$ cat src/rtl/hsbus_link_ctrl.sv
module hsbus_link_ctrl #(
  parameter int unsigned STARTUP_CYCLES = 11875,
  parameter int unsigned IDLE_CYCLES    = 11875
) (
  input  logic clk,
  input  logic rst_n,
  input  logic en_n,
  input  logic pwr_ok,
  input  logic sda,
  input  logic scl,
  output logic link_on,
  output logic ready
);
  localparam int unsigned SW = $clog2(STARTUP_CYCLES + 1);
  localparam int unsigned IW = $clog2(IDLE_CYCLES + 1);

  typedef enum logic [1:0] {ST_OFF, ST_QUAL, ST_ON} st_t;

  st_t           st;
  logic [SW-1:0] su_cnt;
  logic [IW-1:0] idle_cnt;
  logic          sda_q, scl_q, stop_seen;

  wire hold_off  = en_n | ~pwr_ok;
  wire scl_hi    = scl & scl_q;
  wire stop_ev   = scl_hi & sda & ~sda_q;
  wire start_ev  = scl_hi & ~sda & sda_q;
  wire su_done   = (su_cnt == SW'(STARTUP_CYCLES));
  wire idle_done = (idle_cnt == IW'(IDLE_CYCLES));

  always_ff @(posedge clk or negedge rst_n) begin
    if (!rst_n) begin
      st        <= ST_OFF;
      su_cnt    <= '0;
      idle_cnt  <= '0;
      stop_seen <= 1'b0;
      sda_q     <= 1'b1;
      scl_q     <= 1'b1;
    end else begin
      sda_q <= sda;
      scl_q <= scl;
      if (hold_off) begin
        st        <= ST_OFF;
        su_cnt    <= '0;
        idle_cnt  <= '0;
        stop_seen <= 1'b0;
      end else begin
        case (st)
          ST_OFF: begin
            st        <= ST_QUAL;
            su_cnt    <= '0;
            idle_cnt  <= '0;
            stop_seen <= 1'b0;
          end
          ST_QUAL: begin
            if (!su_done) su_cnt <= su_cnt + SW'(1);
            if (sda && scl) begin
              if (!idle_done) idle_cnt <= idle_cnt + IW'(1);
            end else begin
              idle_cnt <= '0;
            end
            if (start_ev)     stop_seen <= 1'b0;
            else if (stop_ev) stop_seen <= 1'b1;
            if (su_done && (stop_seen || idle_done)) st <= ST_ON;
          end
          default: st <= st;
        endcase
      end
    end
  end

  assign link_on = (st == ST_ON) & ~hold_off;
  assign ready   = link_on;
endmodule


$ cat config.mk
export PLATFORM = sky130hd
export DESIGN_NAME = hsbus_link_ctrl
export DESIGN_NICKNAME = d
export VERILOG_FILES = /design/src/rtl/hsbus_link_ctrl.sv
export SDC_FILE = /design/constraint.sdc
export NUM_CORES = 1
export LEC_CHECK = 0
export BUFFER_PORTS_ARGS = -buffer_cell sky130_fd_sc_hd__buf_2
export CAP_MARGIN = 20
export CORE_MARGIN = 4
export CORE_UTILIZATION = 35
export CTS_BUF_LIST = sky130_fd_sc_hd__clkbuf_4 sky130_fd_sc_hd__clkbuf_8
export DETAILED_ROUTE_END_ITERATION = 8
export PLACE_DENSITY = 0.5
export SLEW_MARGIN = 20
export SYNTH_ARGS = -nofsm -noshare
export SYNTH_HDL_FRONTEND = slang
export SYNTH_SLANG_ARGS = --single-unit
$ cat constraint.sdc
create_clock -name clk -period 5.2 [get_ports clk]
set_input_delay 0.26 -clock clk [delete_from_list [all_inputs] [get_ports clk]]
set_output_delay 0.26 -clock clk [all_outputs]
set_load 0.05 [all_outputs]
After elaboration in Yosys (flattened, before gate mapping)
Cells that the tools add are included.
{"block": "word_totals", "regBits": 33, "input_bits": 6, "output_inout_bits": 2}
{"block": "op_classes", "add_sub_neg": 2, "eq_ne": 8, "mux": 14, "bitwise_logic": 11, "n_reduce_logical": 9}
{"operator": "$mux 14", "count": 5}
{"operator": "$pmux 14 s2", "count": 2}
{"operator": "$add 14x1->14 const B", "count": 2}
{"operator": "$eq 14x14->1 const B", "count": 2}
{"operator": "$ne 4x4->1 const B", "count": 2}
{"operator": "$reduce_and 2->1", "count": 4}
{"operator": "$and 1x1->1", "count": 6}
{"operator": "$ne 3x3->1 const B", "count": 2}
{"operator": "$mux 2", "count": 2}
{"operator": "$not 1->1", "count": 4}
{"operator": "$pmux 2 s2", "count": 1}
{"operator": "$mux 1", "count": 3}
{"operator": "$reduce_bool 3->1", "count": 1}
{"operator": "$eq 2x1->1 const B", "count": 1}
{"operator": "$eq 2x2->1 const B", "count": 1}
{"operator": "$logic_and 1x1->1", "count": 2}
{"operator": "$logic_not 2->1", "count": 1}
{"operator": "$pmux 1 s2", "count": 1}
{"operator": "$logic_or 1x1->1", "count": 1}
{"operator": "$or 1x1->1", "count": 1}

Logic depth before layout (Yosys ltp)
Gate-level depths: netlist (run 1).
{"block": "logic_depth", "depth_word": 7, "mapped_depth": 6}

Worst setup path after synthesis (run 1)
No wires, ideal clock.
{"block": "synth_path", "kind": "register -> output", "startpoint": "register st[1]", "endpoint": "output port ready", "arrival_ps": 1738, "setup_slack_ps": 3202, "stages_incl_launch_ff": 5, "path_buffers": 2, "path_cell_list": "dfrtp_1 buf_6 nand3b_1 nor2_1 buf_4"}
{"block": "synth_between", "elab_chain_cells": 2}
{"item": "start: declaration", "line": "19", "rtl": "st_t st;"}
{"item": "start signal: assignment", "line": "66", "rtl": "default: st <= st;"}
{"item": "$eq 2x2->1", "line": "72", "rtl": "assign link_on = (st == ST_ON) & ~hold_off;"}
{"item": "$and 1x1->1", "line": "72"}
{"item": "end: declaration", "line": "12", "rtl": "output logic ready"}
Every way passes these cells.

Worst setup path after layout (run 1)
{"block": "layout_path", "startpoint": "register st[1]", "endpoint": "register idle_cnt[13]"}
{"block": "layout_between", "elab_chain_cells": 3}
{"item": "$eq 2x1->1 or $logic_not 2->1 (tied branches)", "line": "48", "rtl": "case (st)"}
{"item": "$ne 4x4->1 (no line) (tied with other cells)"}
{"item": "$reduce_and 2->1 (no line) or $mux 14 (tied branches)"}
{"item": "end signal: assignment", "line": "58", "rtl": "if (!idle_done) idle_cnt <= idle_cnt + IW'(1);"}
{"item": "end: declaration", "line": "21", "rtl": "logic [IW-1:0] idle_cnt;"}
Several ways; a longest one is shown, not always the timed one.
A chain may end at the register's enable or synchronous reset.

==> results of run 1 <==
==> worst reg2reg max path: cells and delay by family, from the launching register on <==
| family | cells | cell delay (ns) |
|---|---|---|
| compound gates | 1 | 0.16 |
| flops | 1 | 0.47 |
| simple gates | 3 | 1.44 |
==> per-layer routing <==
layer	vias to the layer above	track usage [%]
met2	20	18.78
met4	0	4.467
met1	720	18.09
met5	-	0
li1	712	-
met3	4	3.612
==> state kept, by name, summed over array words and instances (netlist names) <==
signal     count
idle_cnt      14
scl_q          1
sda_q          1
stop_seen      1
st             2
su_cnt        14
==> worst max path at each step <==
| stage | start | endpoint | slack (ns) |
|---|---|---|---|
| after CTS | st[1] | idle_cnt[13] | 3.05 |
| after global routing | st[1] | idle_cnt[13] | 2.94 |
| after floorplan | st[1] | ready | 3.20 |
| after detailed placement | st[1] | idle_cnt[13] | 3.05 |
| after global placement | st[1] | idle_cnt[13] | 3.13 |
| final | st[1] | idle_cnt[13] | 3.05 |
==> synth_stat cells (2+ instances only) <==
library cell | instances | share of area [%]
dfrtp_1 | 31 | 43
nor2_1 | 19 | 4.0
nand2_1 | 17 | 3.6
a21oi_1 | 11 | 3.1
nand3_1 | 11 | 3.1
xnor2_1 | 9 | 4.4
inv_1 | 8 | 1.7
or3_1 | 7 | 2.4
clkbuf_1 | 5 | 1.0
nand4_1 | 5 | 1.7
nor3_1 | 5 | 1.4
nor4_1 | 5 | 1.7
o21ai_0 | 5 | 1.4
or4_1 | 4 | 1.7
a41o_1 | 3 | 1.7
mux2_2 | 3 | 1.9
o31ai_1 | 3 | 1.3
a311oi_1 | 2 | 0.98
a31oi_1 | 2 | 0.70
dfstp_2 | 2 | 2.9
ha_1 | 2 | 1.4
mux2i_1 | 2 | 1.1
nand3b_1 | 2 | 0.84
nor4b_1 | 2 | 0.98
o21a_1 | 2 | 0.84
or2_2 | 2 | 0.70
==> power breakdown <==
part / total (mW) / switching (mW) / internal (mW) / leakage [nW]
sequential: 0.260 / 0.00146 / 0.259 / 0.453
combinational: 0.0138 / 0.0102 / 0.00360 / 0.238
clock: 0.206 / 0.0878 / 0.118 / 0.0523
total: 0.480 / 0.0995 / 0.381 / 0.743
==> final cells by class <==
class / count / area, um^2 / area share (%)
clock buffers: 8 / 97.59 / 4.940
repair buffers: 8 / 42.54 / 2.153
multi-input cells: 142 / 893.4 / 45.22
flip-flops and latches: 33 / 828.3 / 41.93
well taps: 67 / 83.83 / 4.243
inverters: 8 / 30.03 / 1.520
==> logic make-up (layout without fill, tap and decap cells) <==
logic type,count (synthesis),after routing,share of synthesized area [%]
mux,5,5,2.999
xor+xnor,10,10,4.882
flops,33,33,46.16
fa+ha+maj,2,2,1.394
simple gates,90,90,27.41
compound gates,35,35,13.11
buf+inv,16,24,4.045
==> results.txt, run 1 <==
The run finished with clean final reports. The total global routing overflow is 0. The setup clock skew after layout came out at 0.002791 ns. The routed length on met2 is 1.657 mm. The via count of the first global-routing pass came out at 1,315. Once detail routing completed, the nets flagged for antenna violations numbered 0. The count of final hold-check violations came to 0.

The synthesized flop and latch total came out at 33. The worst-case register-to-register setup slack is 3.05 ns. The critical-path cell with the highest stage delay is or4b_1.

The clock latency at the later pin of the worst-skew pair is 0.28 ns. The number of clock sinks came out at 33. After clock tree synthesis, the clock-pin slew on the worst setup and hold paths is 0.07 ns. Across every metal layer, demand over resource in global routing totals 12.85%. The share of cells above drive strength 1 is 12.56%. The minimum clock period is 2.151 ns.

STA classifies the critical path endpoint as a register. The routed wire length is 3.665 mm. TritonCTS built the clock tree. The startpoint type of the worst setup path is a register. The number of buffers inserted during clock tree synthesis is 5.

The cts-stage hold buffer count is 0. The final-layout worst hold slack came out at 0.05854 ns. The maximum VDD drop is 0.1020 mV. The post-CTS setup-driven buffer insertion count is 0. The total of warnings raised by yosys is 0. The number of H-tree branching levels came out at 2. The horizontal die dimension is 79.60 um. The wire length on met3 is 147 um. Clock tree synthesis selected as its root buffer the cell clkbuf_8.

The first-pass GRT wire length is 6.327 mm. The finished layout cell area is 1976 um^2. The most common cell after layout, fill and taps aside is dfrtp_1. The final count of negative-setup-slack endpoints came out at 0. The cell area after placement came out at 1878 um^2. The post-route fraction of the period consumed by the critical path came out at 41.37%. The number of synthesized flops with an enable pin came out at 0. The routed metal-1 wire length came out at 1.813 mm. The fraction of the core area covered by cells at the end of the flow came out at 40.75%.

The area enclosed by the die boundary came out at 6336 um^2. The final instance count without filler cells is 266. The initial utilization of the core area, before any placement, comes to 37.01%. The first detailed-routing pass took 4 iterations. The critical path goes through and3b_4 > or4b_1 > or4_1 > a21oi_1.

The slack of the critical path is 3.049 ns. Routed signal wires occupy layers up through met4. After detailed routing, the number of vias per cell comes to 5.474. The worst register-to-register path ends at idle_cnt[13]. The number of maximum-capacitance violations came out at 0. The net count of the finished layout is 206.

The worst-path maximum fanout came out at 13. In this run the mean area of a mapped cell was 9.394 um^2. In the final routed layout, each cell accounts on average for 13.78 um. The worst register-to-register path begins at st[1]. The count of distinct cell types in the synthesized netlist came out at 48.

The instance count on the critical path came out at 4. The pre-CTS setup slack came out at 3.049 ns. The detailed-placement wirelength estimate is 2.608 mm. Summed over all cells, the static leakage comes to 0.7432 nW. The normalized max-slew margin is 48.39%. The die outline height is 79.60 um. The depth of the worst register-to-register path is 4.

The part of the Yosys area used for sequential elements is 46.16%. The total power density per cell area is 243.1 nW/um^2. The sum of buffers and inverters on the critical path is 0.

The worst endpoint required time is 5.40 ns. The violation count after the first detailed-route iteration is 59. The critical path in this run is classified as register to register. The number of pins exceeding their max-slew limit in the final report came to 0.

The post-synthesis instance total came out at 191. Leaving out fill and tap cells, the most frequent cells in the layout are dfrtp_1, nor2_1, nand2_1. The top-level I/O count is 8. The total power came out at 0.4803 mW. The worst-margin pin slew is 0.7742 ns. The synthesized netlist occupies a cell area of 1794 um^2. The number of DRC violations after detailed routing is 0. The final-layout setup total negative slack came out at 0 ns. The data arrival time of the worst path came out at 2.35 ns. The buffer depth of the longest clock path is 2.

The path class of the tightest hold or removal check is input port to asynchronous set/reset pin. The post-cts resize count came out at 0. The number of rows created at floorplan is 25.

The cell family contributing the most delay on the critical path is simple AND/OR/NAND/NOR gates. Based on the critical path, the design can be clocked at up to 464.9 MHz. In this run the standard cell core region covers 4848 um^2. The area growth from synthesis to layout came out at 10.11%. The routed via count is 1,456.

The fill cell total of the finished layout came out at 493. The async set-or-reset flop fraction in the synthesized netlist came out at 100.0%. The number of diodes is 0. Setup repair after global routing left no endpoint under its margin. The net count after synthesis is 199.

The number of antenna violations at the first check in global routing came out at 0. The placed cell count is 258. The worst stage delay on the critical path is 0.65 ns. The count of buffers inserted at the top-level ports is 7. At the end of routability-driven placement, the weighted congestion stood at 0.7752. Among all flip-flop cells after synthesis, the most frequent one is dfrtp_1.

The maximum number of pins on one net before global-route repair came out at 34.
Power figures use the tool's default switching activity.
==> inputs of run 2 (changes only) <==
PLACE_DENSITY = 0.52   (was 0.5)
clock period = 1.74 ns   (was 5.2 ns; I/O delays follow)
==> run 2 against run 1 <==
Utilization is 6.8 points higher; cell count grew 11%; global-route usage is 2.2 points higher; via count grew 8.2%; clock skew grew 0.00060 ns; first-iteration DRC count up 19%; clock power rose to 3.8 times the previous value; total power rose to 3.3 times the previous value; sequential power rose to 3.0 times the previous value; fmax rose by 24%; sequential share of layout area is 6.0 points lower; cell area increased by 17%.
==> results.txt, run 2 (synthesized netlist as in run 1, its figures left out) <==
The share of cells above drive strength 1 is 28.51% (+16 points). STA classifies the critical path startpoint as a register. The hold-critical path depth came out at 3.

The per-cell via count in the routed design is 5.342 (-2.4%). The total power was 1.604 mW (+230%). The remaining antenna violation count after routing is 0 (unchanged). The minimum clock period is 1.728 ns (-0.4232 ns). The number of H-tree branching levels came out at 2 (unchanged). The final instance count without filler cells came out at 295 (+11%).

The maximum VDD drop is 0.4463 mV (+340%). Setup repair after global routing could not meet its margin everywhere. The fill cell total of the finished layout came out at 462 (-6.3%). The flow ran to the end, and the final reports show no timing, DRC or antenna violations.

The cell sitting at the root of the clock tree is a clkbuf_8. The worst endpoint required time came out at 1.95 ns (-3.45 ns). The number of clock sinks came out at 33 (unchanged). The final count of negative-setup-slack endpoints came to 0 (unchanged). The final-layout setup total negative slack came out at 0 ns (unchanged). The placeable core region came out at 4848 um^2 (unchanged). The register cell area after layout came to 829.5 um^2 (+0.15%).

The number of pins exceeding their max-slew limit in the final report came out at 0 (unchanged). The leakage power is 0.9071 nW (+22%). The net count of the finished layout came out at 235 (+14%).

The number of diodes is 0 (unchanged). The initial core utilization came out at 37.01% (unchanged). The last weighted congestion value of the routability-driven placer came out at 0.7944 (+2.5%). The post-detailed-route wirelength per cell came out at 14.45 um (+4.9%). The data arrival time of the worst path is 1.94 ns (-0.41 ns). The post-route fraction of the period consumed by the critical path is 99.30% (+58 points).

The class of the worst hold path is input port to register. The worst-margin pin slew was 0.7440 ns (-0.03024 ns). The count of final hold-check violations came out at 0 (unchanged). Relative to the synthesized area, the layout overhead comes to 28.52%. The normalized max-slew margin came out at 50.40% (+2.0 points). The count of buffers inserted at the top-level ports is 7 (unchanged). The critical path is of the register to register type. The maximum number of pins on one net before global-route repair was 34 (unchanged). The number of rows created at floorplan is 25 (unchanged). The worst setup path is captured at a register.

TritonCTS built the clock tree. The number of maximum-capacitance violations was 0 (unchanged). The buffer depth of the longest clock path came out at 2 (unchanged). The area of combinational cells with multiple inputs is 959.7 um^2 (+7.4%). The total power density per cell area is 695.6 nW/um^2 (+190%). The setup clock skew after layout came out at 0.003392 ns (+0.0006005 ns). The area enclosed by the die boundary is 6336 um^2 (unchanged). The routed wire length is 4.262 mm (+16%). The maximum operating frequency came out at 578.8 MHz (+24%). The violation count after the first detailed-route iteration came out at 70 (+19%). The clock latency at the later pin of the worst-skew pair is 0.29 ns (about the same). In the final layout, the registers with the most flip-flops are idle_cnt (14), su_cnt (14), st (2). The routed via count came out at 1,576 (+8.2%).

The most common cell after layout, fill and taps aside is dfrtp_1. In the layout the commonest cells are dfrtp_1, buf_4, nor2_1. The placed cell count is 279 (+8.1%). The cell area after placement is 2051 um^2 (+9.2%). The overall global routing resource usage came out at 15.09% (+2.2 points). The number of detailed-routing iterations run before antenna repair is 4 (unchanged).

The final-layout worst hold slack came to 0.1887 ns (+0.1302 ns). The number of antenna violations at the first check in global routing came to 0 (unchanged). The first-pass GRT wire length came to 7.431 mm (+17%). The number of buffers inserted during clock tree synthesis came to 5 (unchanged). The horizontal die dimension is 79.60 um (unchanged). The finished layout cell area is 2306 um^2 (+17%). The depth of the worst register-to-register path is 4 (unchanged). The worst-path maximum fanout came to 5 (-8). The total global routing overflow came out at 0 (unchanged).

The worst-case register-to-register setup slack was 0.01 ns (-3.04 ns). The die outline height came out at 79.60 um (unchanged). The top-level I/O count came to 8 (unchanged).

The number of DRC violations after detailed routing is 0 (unchanged). The detailed-placement wirelength estimate is 3.001 mm (+15%). The via count of the first global-routing pass is 1,573 (+20%). The clock transition at the register clock pins on the worst setup and hold paths after CTS is 0.07 ns (about the same).
==> run 2: metrics by stage <==
step,setup slack (ns),util [%]
finish,0.01216,47.56
global route,-0.07253,47.56
CTS,-0.03260,45.78
detailed placement,-0.07595,42.30
global placement,0.02504,42.30
floorplan,-0.1146,-
==> run 2: power breakdown <==
part | leakage, nW | total, mW | switching (mW) | internal [mW]
Clock | 0.0619 | 0.773 | 0.290 | 0.483
Combinational | 0.394 | 0.0555 | 0.0348 | 0.0207
Sequential | 0.451 | 0.776 | 0.00259 | 0.773
Total | 0.907 | 1.60 | 0.328 | 1.28
==> run 2: final timing paths <==
path,from,to
max,st[1],idle_cnt[13]
min,pwr_ok,su_cnt[1]
max reg2reg,st[1],idle_cnt[13]
min reg2reg,stop_seen,st[1]
max in group asynchronous,rst_n,su_cnt[6]
min in group asynchronous,rst_n,idle_cnt[12]
==> run 2: worst max-delay path, stage by stage (launching register included) <==
cell	delay (ns)
dfrtp_1	0.38
and3b_4	0.19
or4b_4	0.51
or4_4	0.44
a21oi_2	0.14
==> run 2: metal layers <==
metal | share of wire (%) | up-vias | track usage, %
met3 | 3.1 | 9 | 4.176
met5 | 0 | - | 0
met4 | 2.4 | 0 | 7.388
met2 | 48 | 20 | 23.79
met1 | 47 | 778 | 18.90
li1 | - | 769 | -
==> run 2: layout make-up <==
type / count / share of cell area (%)
clock buffers: 7 / 3.907
clock inverters: 1 / 1.302
inverters: 8 / 1.302
multi-input cells: 142 / 41.62
flip-flops and latches: 33 / 35.97
well taps: 67 / 3.635
repair buffers: 37 / 12.26
==> run 2: repair_timing <==
action	CTS	global route
endpoints found under the setup margin	2	14
hold buffers	3	0
buffers inserted	2	3
endpoints found under the hold margin	33	0
pin swaps	1	5
gates resized for setup	1	15
